## config.mk

```make
export PLATFORM = sky130hd
export DESIGN_NAME = halt_ctrl
export DESIGN_NICKNAME = d
export VERILOG_FILES = /design/src/rtl/halt_ctrl_pkg.sv /design/src/rtl/halt_wake_arb.sv /design/src/rtl/halt_tsc.sv /design/src/rtl/halt_fsm.sv /design/src/rtl/halt_ctrl.sv
export SDC_FILE = /design/constraint.sdc
export NUM_CORES = 1
export LEC_CHECK = 0
export BUFFER_PORTS_ARGS = -buffer_cell sky130_fd_sc_hd__buf_2
export CORE_UTILIZATION = 55
export CTS_BUF_LIST = sky130_fd_sc_hd__clkbuf_16
export DETAILED_ROUTE_END_ITERATION = 6
export PLACE_DENSITY = 0.89
export SLEW_MARGIN = 20
export SYNTH_ARGS = -nofsm -noshare
export SYNTH_HDL_FRONTEND = slang
export SYNTH_HIERARCHICAL = 1
export SYNTH_SLANG_ARGS = --single-unit
export TNS_END_PERCENT = 1
```

## constraint.sdc

```tcl
create_clock -name clk -period 4.6 [get_ports clk]
set_input_delay 0.92 -clock clk [delete_from_list [all_inputs] [get_ports clk]]
set_output_delay 0.92 -clock clk [all_outputs]
set_load 0.05 [all_outputs]
```

## src/rtl/halt_ctrl_pkg.sv

```systemverilog
// Shared state encoding and wake-cause bit positions for the halt controller.
// Assumes: cause bit order is also the priority order (higher index wins).
package halt_ctrl_pkg;
    typedef enum logic [2:0] {
        ST_NORMAL  = 3'd0,
        ST_HSC_RDY = 3'd1,
        ST_HSC_WBE = 3'd2,
        ST_HALT    = 3'd3,
        ST_INQ     = 3'd4,
        ST_FLUSH   = 3'd5
    } hstate_e;

    localparam int CAUSE_W   = 5;
    localparam int CI_RESET  = 4;
    localparam int CI_INIT   = 3;
    localparam int CI_SMI    = 2;
    localparam int CI_NMI    = 1;
    localparam int CI_INTR   = 0;
endpackage

```

## src/rtl/halt_wake_arb.sv

```systemverilog
// Fixed-priority wake arbiter: picks the highest-index asserted request.
// Assumes: inputs already qualified (intr masked by interrupt enable upstream).
module halt_wake_arb #(
    parameter int N = 5
) (
    input  logic [N-1:0] req,
    output logic [N-1:0] grant,
    output logic         any
);
    // Scan from highest index down, granting the first asserted request.
    always_comb begin
        logic found;
        found = 1'b0;
        grant = '0;
        for (int i = N - 1; i >= 0; i--) begin
            grant[i] = req[i] & ~found;
            found    = found | req[i];
        end
        any = found;
    end

    // Grant must never name two causes.
    always_comb begin
        AST_GRANT_ONEHOT: assert ($onehot0(grant));
    end
endmodule

```

## src/rtl/halt_tsc.sv

```systemverilog
// Free-running time stamp counter with synchronous clear.
// Assumes: clear has priority over counting; wraps modulo 2^W.
module halt_tsc #(
    parameter int W = 32
) (
    input  logic         clk,
    input  logic         rst_n,
    input  logic         clr,
    output logic [W-1:0] count
);
    // Count every cycle; block reset or clear request zero it.
    always_ff @(posedge clk) begin
        if (!rst_n || clr) count <= '0;
        else               count <= count + 1'b1;
    end

    AST_TSC_STEP: assert property (@(posedge clk) disable iff (!rst_n)
        !clr |=> count == W'($past(count) + 1'b1));
    AST_TSC_CLEAR: assert property (@(posedge clk) disable iff (!rst_n)
        clr |=> count == '0);
endmodule

```

## src/rtl/halt_fsm.sv

```systemverilog
// Halt sequencing state machine: handshake, halted, inquire and flush service,
// wake-up exit with a registered one-cycle cause pulse.
// Assumes: wake inputs are pre-arbitrated; wake has priority in every
// non-normal state.
module halt_fsm
    import halt_ctrl_pkg::*;
(
    input  logic               clk,
    input  logic               rst_n,
    input  logic               halt_req,
    input  logic               bus_rdy,
    input  logic               wbuf_empty,
    input  logic               wbe_wait_off,
    input  logic               snoop,
    input  logic               flush_req,
    input  logic               flush_done,
    input  logic               wake_any,
    input  logic [CAUSE_W-1:0] wake_grant,
    output hstate_e            state_q,
    output logic [CAUSE_W-1:0] cause_q
);
    hstate_e state_d;

    // Next-state selection; wake overrides everything outside normal.
    always_comb begin
        state_d = state_q;
        if (state_q != ST_NORMAL && wake_any) begin
            state_d = ST_NORMAL;
        end else begin
            unique case (state_q)
                ST_NORMAL:  if (halt_req) state_d = ST_HSC_RDY;
                ST_HSC_RDY: if (bus_rdy)  state_d = wbe_wait_off ? ST_HALT : ST_HSC_WBE;
                ST_HSC_WBE: if (wbuf_empty) state_d = ST_HALT;
                ST_HALT: begin
                    if (snoop)          state_d = ST_INQ;
                    else if (flush_req) state_d = ST_FLUSH;
                end
                ST_INQ:     if (!snoop)     state_d = ST_HALT;
                ST_FLUSH:   if (flush_done) state_d = ST_HSC_RDY;
                default:    state_d = ST_NORMAL;
            endcase
        end
    end

    // State register with synchronous active-low reset.
    always_ff @(posedge clk) begin
        if (!rst_n) state_q <= ST_NORMAL;
        else        state_q <= state_d;
    end

    // Cause pulse: loaded only when a wake ends a non-normal state.
    always_ff @(posedge clk) begin
        if (!rst_n)                                   cause_q <= '0;
        else if (state_q != ST_NORMAL && wake_any)    cause_q <= wake_grant;
        else                                          cause_q <= '0;
    end

    AST_HALT_ENTRY_PATH: assert property (@(posedge clk) disable iff (!rst_n)
        (state_q == ST_HALT && $past(state_q) != ST_HALT) |->
        ($past(state_q) == ST_HSC_RDY || $past(state_q) == ST_HSC_WBE
         || $past(state_q) == ST_INQ));
    AST_WBE_HOLDS: assert property (@(posedge clk) disable iff (!rst_n)
        (state_q == ST_HSC_WBE && !wbuf_empty && !wake_any) |=> state_q == ST_HSC_WBE);
    AST_INQ_RETURN: assert property (@(posedge clk) disable iff (!rst_n)
        (state_q == ST_INQ && !snoop && !wake_any) |=> state_q == ST_HALT);
    AST_FLUSH_REISSUE: assert property (@(posedge clk) disable iff (!rst_n)
        (state_q == ST_FLUSH && flush_done && !wake_any) |=> state_q == ST_HSC_RDY);
    AST_HANDSHAKE_CANCEL: assert property (@(posedge clk) disable iff (!rst_n)
        ((state_q == ST_HSC_RDY || state_q == ST_HSC_WBE) && wake_any)
        |=> state_q == ST_NORMAL);
endmodule

```

## src/rtl/halt_ctrl.sv

```systemverilog
// Top of the halt state controller: qualifies wake sources, arbitrates them,
// runs the halt sequencer and the time stamp counter, decodes status outputs.
// Assumes: all inputs synchronous, active-high, sampled on rising clk.
module halt_ctrl
    import halt_ctrl_pkg::*;
#(
    parameter int TSC_W = 32
) (
    input  logic               clk,
    input  logic               rst_n,
    input  logic               halt_req,
    input  logic               bus_rdy,
    input  logic               wbuf_empty,
    input  logic               wbe_wait_off,
    input  logic               int_en,
    input  logic               wake_reset,
    input  logic               wake_init,
    input  logic               wake_smi,
    input  logic               wake_nmi,
    input  logic               wake_intr,
    input  logic               addr_hold,
    input  logic               backoff,
    input  logic               bus_hold,
    input  logic               flush_req,
    input  logic               flush_done,
    output logic               core_clk_en,
    output logic               halted,
    output logic               halt_cyc,
    output logic               inquire_busy,
    output logic               flush_busy,
    output logic [CAUSE_W-1:0] wake_cause,
    output logic [TSC_W-1:0]   tsc
);
    logic [CAUSE_W-1:0] wake_raw;
    logic [CAUSE_W-1:0] wake_grant;
    logic               wake_any;
    logic               snoop;
    hstate_e            state_q;

    // Assemble qualified wake requests in priority bit order.
    always_comb begin
        wake_raw           = '0;
        wake_raw[CI_RESET] = wake_reset;
        wake_raw[CI_INIT]  = wake_init;
        wake_raw[CI_SMI]   = wake_smi;
        wake_raw[CI_NMI]   = wake_nmi;
        wake_raw[CI_INTR]  = wake_intr & int_en;
        snoop              = addr_hold | backoff | bus_hold;
    end

    halt_wake_arb #(.N(CAUSE_W)) arb_i (
        .req   (wake_raw),
        .grant (wake_grant),
        .any   (wake_any)
    );

    halt_fsm fsm_i (
        .clk          (clk),
        .rst_n        (rst_n),
        .halt_req     (halt_req),
        .bus_rdy      (bus_rdy),
        .wbuf_empty   (wbuf_empty),
        .wbe_wait_off (wbe_wait_off),
        .snoop        (snoop),
        .flush_req    (flush_req),
        .flush_done   (flush_done),
        .wake_any     (wake_any),
        .wake_grant   (wake_grant),
        .state_q      (state_q),
        .cause_q      (wake_cause)
    );

    halt_tsc #(.W(TSC_W)) tsc_i (
        .clk   (clk),
        .rst_n (rst_n),
        .clr   (wake_reset),
        .count (tsc)
    );

    // Decode status outputs from the sequencer state.
    always_comb begin
        halted       = (state_q == ST_HALT);
        inquire_busy = (state_q == ST_INQ);
        flush_busy   = (state_q == ST_FLUSH);
        halt_cyc     = (state_q == ST_HSC_RDY) || (state_q == ST_HSC_WBE);
        core_clk_en  = !(halted || inquire_busy || flush_busy);
    end

    AST_HALT_GATES_CLOCK: assert property (@(posedge clk) disable iff (!rst_n)
        halted |-> !core_clk_en);
    AST_CAUSE_ONE_CYCLE: assert property (@(posedge clk) disable iff (!rst_n)
        (|wake_cause) |=> !(|wake_cause));
    AST_HALT_BUS_QUIET: assert property (@(posedge clk) disable iff (!rst_n)
        (halted && $past(halted)) |-> (!halt_cyc && $stable(halt_cyc)));
endmodule

```

After elaboration in Yosys (flattened, before gate mapping)
Index checks and enable logic that the tools add are counted.
{"block": "word_totals", "output_inout_bits": 42, "wordCells": 52, "reg_bits": 40}
{"block": "op_classes", "add_sub_neg": 1, "mux": 9, "n_bitwise": 16, "eq_ne": 11, "reduce_logical": 12}
{"operator": "32-bit by 1-bit adder with 32-bit output, second input constant", "count": 1}
{"operator": "3-bit two-way mux", "count": 7}
{"operator": "3-bit one-hot mux with 6 select lines", "count": 1}
{"operator": "2-bit != test, second input constant", "count": 5}
{"operator": "3-bit by 2-bit == test with 1-bit output, second input constant", "count": 2}
{"operator": "3-bit == test, second input constant", "count": 2}
{"operator": "1-bit OR", "count": 6}
{"operator": "6-bit AND reduction", "count": 1}
{"operator": "1-bit bitwise AND", "count": 5}
{"operator": "1-bit inverter", "count": 5}
{"operator": "1-bit logical OR", "count": 4}
{"operator": "3-bit by 1-bit == test with 1-bit output, second input constant", "count": 1}
{"operator": "3-bit logical NOT", "count": 1}
{"operator": "3-bit by 2-bit != test with 1-bit output, second input constant", "count": 1}
{"operator": "3-bit nonzero test", "count": 1}
{"operator": "1-bit logical NOT", "count": 2}
{"operator": "2-bit AND reduction", "count": 1}
{"operator": "2-bit OR reduction", "count": 1}
{"operator": "1-bit logical AND", "count": 1}
{"operator": "1-bit two-way mux", "count": 1}

Depth between registers and ports, before layout
Gate-level depths: netlist of run 1.
{"block": "depth", "depth_word": 6, "mapped_depth": 6, "mapped_depth_nobuf": 5}

Hierarchy
Netlist of run 1, hierarchy kept.
{"mod": "halt_tsc", "seq_area_each_um2": 640.6, "area_each_um2": 1561.5, "instances": 1, "cells_per_inst": 181}
{"mod": "halt_fsm", "seq_area_each_um2": 160.2, "area_each_um2": 394.1, "instances": 1, "cells_per_inst": 47}
{"mod": "halt_ctrl", "seq_area_each_um2": 0.0, "area_each_um2": 57.6, "instances": 1, "cells_per_inst": 9}
{"mod": "halt_wake_arb", "seq_area_each_um2": 0.0, "area_each_um2": 55.1, "instances": 1, "cells_per_inst": 7}

Least setup slack after synthesis of run 1
Ideal clock, no wire load.
{"block": "synth_timing", "path_kind": "reg-to-output", "startpoint": "register fsm_i.state_q[2]", "endpoint": "output core_clk_en", "n_path_buf": 0, "arrival_ns": 1.584, "stages_incl_launch_ff": 3, "setup_slack_ns": 2.096, "cell_sequence": "dfxtp_1 and3b_1 a21oi_1"}
{"block": "synth_via", "elab_chain_cells": 4}
{"item": "start: declaration", "line_no": "halt_fsm.sv:19", "text": "output hstate_e state_q,"}
{"item": "start signal: assignment", "line_no": "halt_fsm.sv:48", "text": "else state_q <= state_d;"}
{"item": "3-bit by 2-bit == test with 1-bit output", "line_no": "halt_ctrl.sv:82", "text": "halted = (state_q == ST_HALT);"}
{"item": "via halted", "line_no": "halt_ctrl.sv:27", "text": "output logic halted,"}
{"item": "1-bit logical OR (2 in series)", "line_no": "halt_ctrl.sv:86", "text": "core_clk_en = !(halted || inquire_busy || flush_busy);"}
{"item": "1-bit logical NOT", "line_no": "halt_ctrl.sv:86"}
{"item": "end: declaration", "line_no": "halt_ctrl.sv:26", "text": "output logic core_clk_en,"}
The timed path passes the listed nets, and every way through them passes these cells.

Worst setup path after layout of run 1
{"block": "layout_timing", "startpoint": "register fsm_i.state_q[2]", "endpoint": "output core_clk_en"}
{"block": "layout_via", "elab_chain_cells": 4}
{"item": "3-bit by 2-bit == test with 1-bit output or 3-bit == test (tied branches)", "line_no": "halt_ctrl.sv:82, halt_ctrl.sv:83"}
{"item": "1-bit logical OR", "line_no": "halt_ctrl.sv:86"}
{"item": "1-bit logical OR *", "line_no": "halt_ctrl.sv:86"}
{"item": "1-bit logical NOT *", "line_no": "halt_ctrl.sv:86"}
Every way passes the cells marked *; elsewhere a longest branch is shown, timed or not.

==> run metrics, run 1 <==
# diodes=0; wire length per cell=12.9 um; Worst-Margin Slew=1.00 ns; CTS Hold Bufs=0; Synth cell types=45; post_cts resized=0; critical path capture point type=primary output; worst reg2reg endpoint=tsc_i/count[30]$_SDFF_PP0_; Most used DFF post-synth=dfxtp_1; status=finished, final reports clean; cts bufs inserted=5; Setup Skew=0.00368 ns; total power=0.000784 W; CTS Sinks=40; postcts setup bufs=0; largest net degree at the start of global routing=27; Hold Path Depth=2; width of the die=63.3 um; syn avg cell area=8.48 um^2; drt first pass iters=4; Post-Syn Area=2070 um^2; R2R cell count=5; drt initial violations=108; gr usage total=23.9%; Post-synth EDFFs=0; CP Capture Point=core_clk_en; placed cell area=2350 um^2; worst skew pair latency=0.28 ns; grt total ovfl=0; # Max-Cap Violations=0; Pleak=0.974 nW; Yosys top cell area share=38.7%; Boundary Pins=59; CP Launch Type=flip-flop; area leader, netlist=dfxtp_1; Final min period=2.46 ns; Vias=1987; most frequent cells in the layout=buf_2, dfxtp_1, nor2_1, nand2_1, a21oi_1; Final Setup Violations=0; synthesized flop and latch total=40; Final Max Slew Viols=0; Area contributors post-synth=dfxtp_1, a21oi_1, and2_1, nand2_1, nand4_1; Levels on crit path=3; setup total negative slack=0 ns; Tcrit/Tclk final=53.4%; FF-to-FF setup slack=2.44 ns; routed wire length=4440 um; clock slew at reported path FFs=0.05 ns; Post-Route M1 WL=1900 um; Post-DP HPWL=3120 um; Worst Path Buf+Inv=1; Critical R2R Launch=tsc_i/count[0]$_SDFF_PP0_; Slew Limit Headroom=33.2%; highest clock rate=0.407 GHz; Final GP Congestion=0.778; Finished Core Util=71.6%; die area=4010 um^2; layout cells sized above 1=23.6%; vias per std cell=5.79; H-tree depth=2; hold wc startpoint=tsc_i/count[31]$_SDFF_PP0_; cell at the slowest stage of the critical path=dfxtp_1; Syn. warnings=6; CTS tree=done; routed length on met3=305 um; peak supply drop=0.222 mV; CP Data Arrival Time=1.54 ns; row count=21; Starting Density=59.6%; critical path class=flip-flop to primary output; vias in the first global route=1772; die height=63.3 um; cell area after layout=2480 um^2; first-pass GRT wire length=7510 um; WL met2=2160 um; Synth Instances=244; Worst Path Required=3.68 ns; Synth-to-Final Area Change=20.1%; largest incremental delay on the critical path=0.62 ns; Hold Vio Cnt, Final=0; top sig layer=met4; Fin Hold WS=0.477 ns; CP Max Fanout=17; most common cell after layout, fill and taps aside=buf_2; # DRC=0; Port Buffers=58; maximum clock insertion buffer count=2; antenna-violating nets left=0; crit path launch=fsm_i/state_q[2]$_SDFFE_PP0P_; Root Driver=clkbuf_16; Pwr per Cell Area=316 nW/um^2; RSZ-0062 raised after global routing=no; Worst Hold Class=flip-flop to flip-flop; core area=3470 um^2; fillers=313; antenna violations before repair=0; syn_nets=262; crit-path cells=and3b_1 > a21oi_1 > buf_2; CP delay by family, top=flip-flops; register area share after synthesis=38.7%; NumNets Final=315; Async S/R FF share, synth=0%
## Yosys cell counts, types with 2 or more instances
cell type	count
dfxtp_1	40
nand2_1	20
nor2_1	20
a21oi_1	17
and2_1	13
nand4_1	12
nand2b_1	9
o31ai_1	9
inv_1	8
nand3_1	8
or4_1	8
and4_1	7
xnor2_1	7
xor2_1	7
buf_2	5
nor4_1	5
clkbuf_1	4
mux2i_1	4
nor3_1	4
and3_1	3
nor2b_1	3
o21ai_0	3
or3_1	3
a31o_2	2
buf_4	2
nor3b_1	2
## flip-flops by register name (all words and copies together), names as in the netlist
name and cells:
tsc_i/count 32, fsm_i/cause_q 5, fsm_i/state_q 3
## worst min path at each step
stage | to | slack [ns]
2_1_floorplan | fsm_i/state_q[0]$_SDFFE_PP0P_ | 0.63
3_5_place_dp | tsc_i/count[31]$_SDFF_PP0_ | 0.46
5_1_grt | tsc_i/count[22]$_SDFF_PP0_ | 0.53
3_3_place_gp | tsc_i/count[31]$_SDFF_PP0_ | 0.45
6_report | tsc_i/count[31]$_SDFF_PP0_ | 0.48
4_1_cts | tsc_i/count[31]$_SDFF_PP0_ | 0.48
## metrics by stage
stage	worst slack (ns)	std cells
after floorplan	2.10	244
after global placement	2.28	336
after detailed placement	2.24	336
after CTS	2.13	343
after global routing	2.04	343
final	2.14	343
## tightest hold or removal path, delay by kind of cell (launching register included)
| family | cells | cell delay, ns |
|---|---|---|
| simple gates | 1 | 0.05 |
| mux | 1 | 0.05 |
| flops | 1 | 0.32 |
## layer usage
layer	track usage (%)	vias to the layer above
met3	7.07	6
met2	41.5	68
met5	0	-
met1	26.6	918
met4	10.5	0
li1	-	995
## cells by family (layout without fill, tap and decap cells)
group                    count (synthesis)  in the layout  synth area share, %
AND/OR/NAND/NOR                        123            123                 34.5
AO/OA/AOI/OAI                           41             41                 13.1
flip-flops                              40             40                 38.7
buffers and inverters                   20             73                 4.66
XOR/XNOR                                14             14                 5.93
multiplexers                             5              5                 2.48
adder cells (fa/ha/maj)                  1              1                0.605
## area by class of cell
cell class	count	area, um^2	share of cell area [%]
timing repair buffer	58	290	11.7
tap	46	57.6	2.32
inverter	8	30.0	1.21
clock buffer	5	125	5.04
sequential	40	801	32.2
clock inverter	2	8.76	0.353
multi-input combinational	184	1170	47.2
## where the power goes
group | switching [W] | leakage [nW] | internal (W)
sequential | 0.0000162 | 0.323 | 0.000354
clock | 0.000123 | 0.0709 | 0.000194
combinational | 0.0000625 | 0.581 | 0.0000337
Power figures use the tool's default switching activity.
==> inputs of run 2 (changes only) <==
CORE_UTILIZATION = 51   (was 55)
PLACE_DENSITY = 0.84   (was 0.89)
clock period = 2.3 ns   (was 4.6 ns; I/O delays follow)
==> run 2 against run 1 <==
- die area grew 7.6%
- non-clock buffer count up 3
- clock skew is 0.0031 ns higher
- combinational power rose by 100%
- via count up 0.35%
- sequential cell count stayed put
- power is 100% higher
- sequential share of layout area down 0.32 points
==> run metrics, run 2 (synthesis gave the netlist of run 1 again) <==
vias in the first global route=1697 (-4.2%); most frequent cells in the layout=buf_2, dfxtp_1, nor2_1, nand2_1, a21oi_1; Tcrit/Tclk final=87.0%; core area=3770 um^2 (+8.7%); drt first pass iters=4 (unchanged); # Max-Cap Violations=0 (unchanged); Final min period=2.00 ns; CTS Sinks=40 (unchanged); Root Driver=clkbuf_16; Vias=1994 (+0.35%); Pleak=0.990 nW (+1.5%); worst skew pair latency=0.28 ns (about the same); Non-Filler Instances=348 (+1.5%); sequential share of power=46.9% (-0.3 points); Hold Vio Cnt, Final=0 (unchanged); Final GP Congestion=0.777 (about the same); grt total ovfl=0 (unchanged); # DRC=0 (unchanged); width of the die=65.7 um (+3.7%); post_cts resized=0 (unchanged); CTS tree=done; gr usage total=22.0% (-1.9 points); critical path capture point type=primary output; Worst Hold Class=flip-flop to flip-flop; die area=4310 um^2 (+7.6%); layout cells sized above 1=24.3% (+0.76 points); CTS Hold Bufs=0 (unchanged); Most flops, register=tsc_i/count; Logic pwr share=12.4% (about the same); dpl cells=341 (+1.5%); peak supply drop=0.309 mV (+39%); RSZ-0062 raised after global routing=no; Setup Skew=0.00681 ns (+0.00314 ns); Worst Path Required=1.84 ns (-1.84 ns); Synth-to-Final Area Change=21.3%; wire length per cell=13.0 um (+0.25%); # diodes=0 (unchanged); Post-DP HPWL=3230 um (+3.6%); total power=0.00158 W (+100%); vias per std cell=5.73 (-1.1%); CP Data Arrival Time=1.54 ns (about the same); critical path class=flip-flop to primary output; drt initial violations=90 (-17%); CP Launch Type=flip-flop; die height=65.7 um (+3.7%); Worst-Margin Slew=0.494 ns (-0.507 ns); P_int=0.00117 W (+100%); clock network fraction of design power=40.7% (+0.2 points); row count=22 (+4.8%); Boundary Pins=59 (unchanged); antenna violations before repair=0 (unchanged); largest net degree at the start of global routing=27 (unchanged); Port Buffers=58 (unchanged); highest clock rate=0.500 GHz; first-pass GRT wire length=7310 um (-2.8%); Final Max Slew Viols=0 (unchanged); cell area after layout=2510 um^2 (+1.0%); switching power=0.000412 W (+100%); most common cell after layout, fill and taps aside=buf_2; placed cell area=2370 um^2 (+1.1%); NumNets Final=318 (+0.95%); fillers=312 (-0.32%); routed wire length=4520 um (+1.7%); maximum clock insertion buffer count=2 (unchanged); antenna-violating nets left=0 (unchanged); CP Max Fanout=17 (unchanged); Final Setup Violations=0 (unchanged); biggest regs=tsc_i/count: 32 flops, fsm_i/cause_q: 5 flops, fsm_i/state_q: 3 flops; clock slew at reported path FFs=0.05 ns (about the same); Net Sw Frac=26.1% (+0.36 points); multi-input logic area=1170 um^2 (unchanged); Pwr per Cell Area=629 nW/um^2 (+99%); Largest register FFs=32 (unchanged); Slew Limit Headroom=67.0% (+34 points); Register Area=801 um^2 (unchanged); status=finished, final reports clean; setup total negative slack=0 ns (unchanged); H-tree depth=2 (unchanged); cts bufs inserted=5 (unchanged); postcts setup bufs=0 (unchanged); Starting Density=54.8% (-4.8 points)
run 2: final cells by class:
class,instances,area share [%]
Clock buffer,5,4.99
Clock inverter,2,0.349
Inverter,8,1.20
Multi-Input combinational cell,184,46.7
Sequential cell,40,31.9
Tap cell,48,2.39
Timing Repair Buffer,61,12.5
run 2: metal layers:
layer	part of all wire, %	vias up	global-route usage, %
met5	0	-	0
met4	1.6	0	8.42
met3	6.0	8	6.25
met2	47	71	37.1
met1	45	916	26.0
li1	-	999	-
run 2: power by group through the flow:
stage                     logic, W  registers (W)  clock network [W]
after detailed placement  0.000196       0.000754                  0
after CTS                 0.000196       0.000740           0.000658
after global placement    0.000193       0.000755                  0
after global routing      0.000213       0.000745           0.000690
after floorplan           0.000149       0.000755                  0
final                     0.000195       0.000741           0.000642
run 2: stage by stage:
| stage | hold slack (ns) | util (%) | setup WS [ns] |
|---|---|---|---|
| final | 0.467 | 66.5 | 0.300 |
| after global routing | 0.494 | 66.5 | 0.169 |
| after CTS | 0.475 | 66.5 | 0.311 |
| after detailed placement | 0.462 | 63.0 | 0.375 |
| after global placement | 0.451 | 63.0 | 0.450 |
| after floorplan | 0.629 | - | 0.109 |
run 2: critical path: stages, from the launching register on:
cell and delay [ns]:
dfxtp_1 0.62, and3b_1 0.25, a21oi_1 0.11, buf_2 0.28
run 2: worst paths after layout:
check                                 from                    endpoint  slack, ns  depth (start not counted)
max          fsm_i/state_q[2]$_SDFFE_PP0P_                 core_clk_en       0.30                          3
max reg2reg      tsc_i/count[0]$_SDFF_PP0_  tsc_i/count[30]$_SDFF_PP0_       0.42                          5
min             tsc_i/count[31]$_SDFF_PP0_  tsc_i/count[31]$_SDFF_PP0_       0.47                          2
min reg2reg     tsc_i/count[31]$_SDFF_PP0_  tsc_i/count[31]$_SDFF_PP0_       0.47                          2
==> inputs of run 3 (changes only) <==
ABC_AREA = 1   (was not set)
CORE_UTILIZATION = 52   (was 51)
==> run 3 against run 2 <==
- synthesized area grew 7.3%
- routed wire length increased by 8.0%
- critical endpoint is now inquire_busy
- maximum frequency rose by 9.7%
- core utilization fell by 0.072 points
- critical path type unchanged
- clock-buffer cell count unchanged
- via count is 15% higher
- worst setup slack better by 0.18 ns
- highest routed layer unchanged
- non-clock buffer count down 2
- register-to-register slack gained 0.43 ns
==> run metrics, run 3 <==
post_cts resized=0 (unchanged); dpl cells=455 (+33%); CP Launch Type=flip-flop; clock slew at reported path FFs=0.05 ns (about the same); Worst Path Required=1.84 ns (about the same); most common cell after layout, fill and taps aside=nand2_1; cts bufs inserted=5 (unchanged); register area share after synthesis=36.1% (-2.6 points); Largest register FFs=32 (unchanged); RSZ-0062 raised after global routing=no; drt first pass iters=5 (+1); Vias=2290 (+15%); Non-Filler Instances=462 (+33%); Boundary Pins=59 (unchanged); Most used DFF post-synth=dfxtp_1; # Max-Cap Violations=0 (unchanged); Pleak=1.14 nW (+15%); critical path capture point type=primary output; gr usage total=22.9% (+0.91 points); area leader, netlist=dfxtp_1; critical path class=flip-flop to primary output; core area=4060 um^2 (+7.6%); synthesized flop and latch total=40 (unchanged); peak supply drop=0.520 mV (+69%); Starting Density=54.7% (-0.14 points); Slew Limit Headroom=69.8% (+2.8 points); FF-to-FF setup slack=0.85 ns (+0.43 ns); drt initial violations=143 (+59%); syn_nets=367 (+40%); vias in the first global route=1889 (+11%); routed wire length=4880 um (+8.0%); # diodes=0 (unchanged); CTS Hold Bufs=0 (unchanged); count leader, synth=nand2_1; setup total negative slack=0 ns (unchanged); Area contributors post-synth=dfxtp_1, nand2_1, nor2_1, inv_1, a21oi_1; width of the die=67.3 um (+2.5%); Post-synth EDFFs=0 (unchanged); Final GP Congestion=0.956 (+23%); CP Data Arrival Time=1.36 ns (-0.18 ns); Root Driver=clkbuf_16; status=finished, final reports clean; row count=23 (+4.5%); Pwr per Cell Area=717 nW/um^2 (+14%); grt total ovfl=0 (unchanged); Worst Hold Class=primary input to flip-flop; vias per std cell=4.96 (-13%); Async S/R FF share, synth=0% (unchanged); postcts setup bufs=0 (unchanged); Post-DP HPWL=3840 um (+19%); H-tree depth=2 (unchanged); Post-Syn Area=2220 um^2 (+7.3%); Synth-to-Final Area Change=21.5%; layout cells sized above 1=24.0% (-0.30 points); Port Buffers=58 (unchanged); CTS Sinks=40 (unchanged); highest clock rate=0.549 GHz (+9.7%); Setup Skew=0.00442 ns (-0.00239 ns); most frequent cells in the layout=nand2_1, nor2_1, buf_2; largest net degree at the start of global routing=20 (-26%); die area=4530 um^2 (+5.1%); Final min period=1.82 ns (-0.177 ns); total power=0.00193 W (+22%); Yosys top cell area share=36.1% (-2.6 points); most frequent cells after synthesis=nand2_1, nor2_1, dfxtp_1, inv_1, a21oi_1; CP Max Fanout=9 (-8); # DRC=0 (unchanged); Final Max Slew Viols=0 (unchanged); worst skew pair latency=0.27 ns (about the same); Tcrit/Tclk final=79.3% (-7.7 points); wire length per cell=10.6 um (-19%); Synth cell types=24 (-47%); Final Setup Violations=0 (unchanged); Most flops, register=tsc_i/count; NumNets Final=430 (+35%); biggest regs=tsc_i/count: 32 flops, fsm_i/cause_q: 5 flops, fsm_i/state_q: 3 flops; Syn. warnings=6 (unchanged); antenna-violating nets left=0 (unchanged); maximum clock insertion buffer count=2 (unchanged); syn avg cell area=6.36 um^2 (-25%); antenna violations before repair=0 (unchanged); Worst-Margin Slew=0.451 ns (-0.0430 ns); die height=67.3 um (+2.5%); Synth Instances=349 (+43%); Hold Vio Cnt, Final=0 (unchanged); first-pass GRT wire length=7980 um (+9.2%); CTS tree=done
run 3: kinds of logic (layout without fill, tap and decap cells):
| group | count (synthesis) | count (layout) | share of synthesized area [%] |
|---|---|---|---|
| and+or+nand+nor | 230 | 230 | 46.6 |
| DFF | 40 | 40 | 36.1 |
| xor gates and xnor gates | 3 | 3 | 1.18 |
| AOI/OAI and AO/OA | 31 | 31 | 7.84 |
| buffers and inverters | 44 | 107 | 7.72 |
| adders and majority gates | 1 | 1 | 0.564 |
run 3: per-layer routing:
metal	global-route usage [%]	vias to the layer above	part of all wire (%)	wire [um]
li1	-	1210	-	-
met1	28.5	1005	47	2290
met2	39.0	69	47	2290
met3	5.24	6	5.2	252
met4	6.91	0	0.86	42
met5	0	-	0	0
run 3: worst paths after layout:
path,startpoint,end,cells after the start
setup / recovery,fsm_i/state_q[2]$_SDFFE_PP0P_,inquire_busy,3
hold / removal,wake_reset,fsm_i/cause_q[4]$_SDFF_PN0_,3
setup reg to reg,tsc_i/count[0]$_SDFF_PP0_,tsc_i/count[10]$_SDFF_PP0_,7
hold reg to reg,tsc_i/count[0]$_SDFF_PP0_,tsc_i/count[0]$_SDFF_PP0_,1
run 3: layout make-up:
| cell class | count | area (um^2) |
|---|---|---|
| Tap cell | 50 | 62.6 |
| Clock inverter | 2 | 8.76 |
| Sequential cell | 40 | 801 |
| Clock buffer | 5 | 125 |
| Multi-Input combinational cell | 265 | 1250 |
| Inverter | 41 | 154 |
| Fill cell | 370 | 1360 |
| Timing Repair Buffer | 59 | 298 |
run 3: stage by stage:
stage | cell area, um^2 | hold WS (ns) | util (%) | worst slack (ns)
after floorplan | 2220 | 0.601 | - | 0.181
after global placement | 2560 | 0.442 | 63.2 | 0.800
after detailed placement | 2560 | 0.448 | 63.2 | 0.767
after CTS | 2700 | 0.447 | 66.5 | 0.471
after global routing | 2700 | 0.466 | 66.5 | 0.359
final | 2700 | 0.452 | 66.5 | 0.477
run 3: power breakdown:
part	internal, W	switching, W
clock network	0.000389	0.000242
registers	0.000723	0.0000561
logic	0.000154	0.000369
run 3: worst max-delay path, cell delays in order (launching register included):
cell	delay, ns
dfxtp_1	0.51
inv_1	0.15
nor3_1	0.14
buf_2	0.29
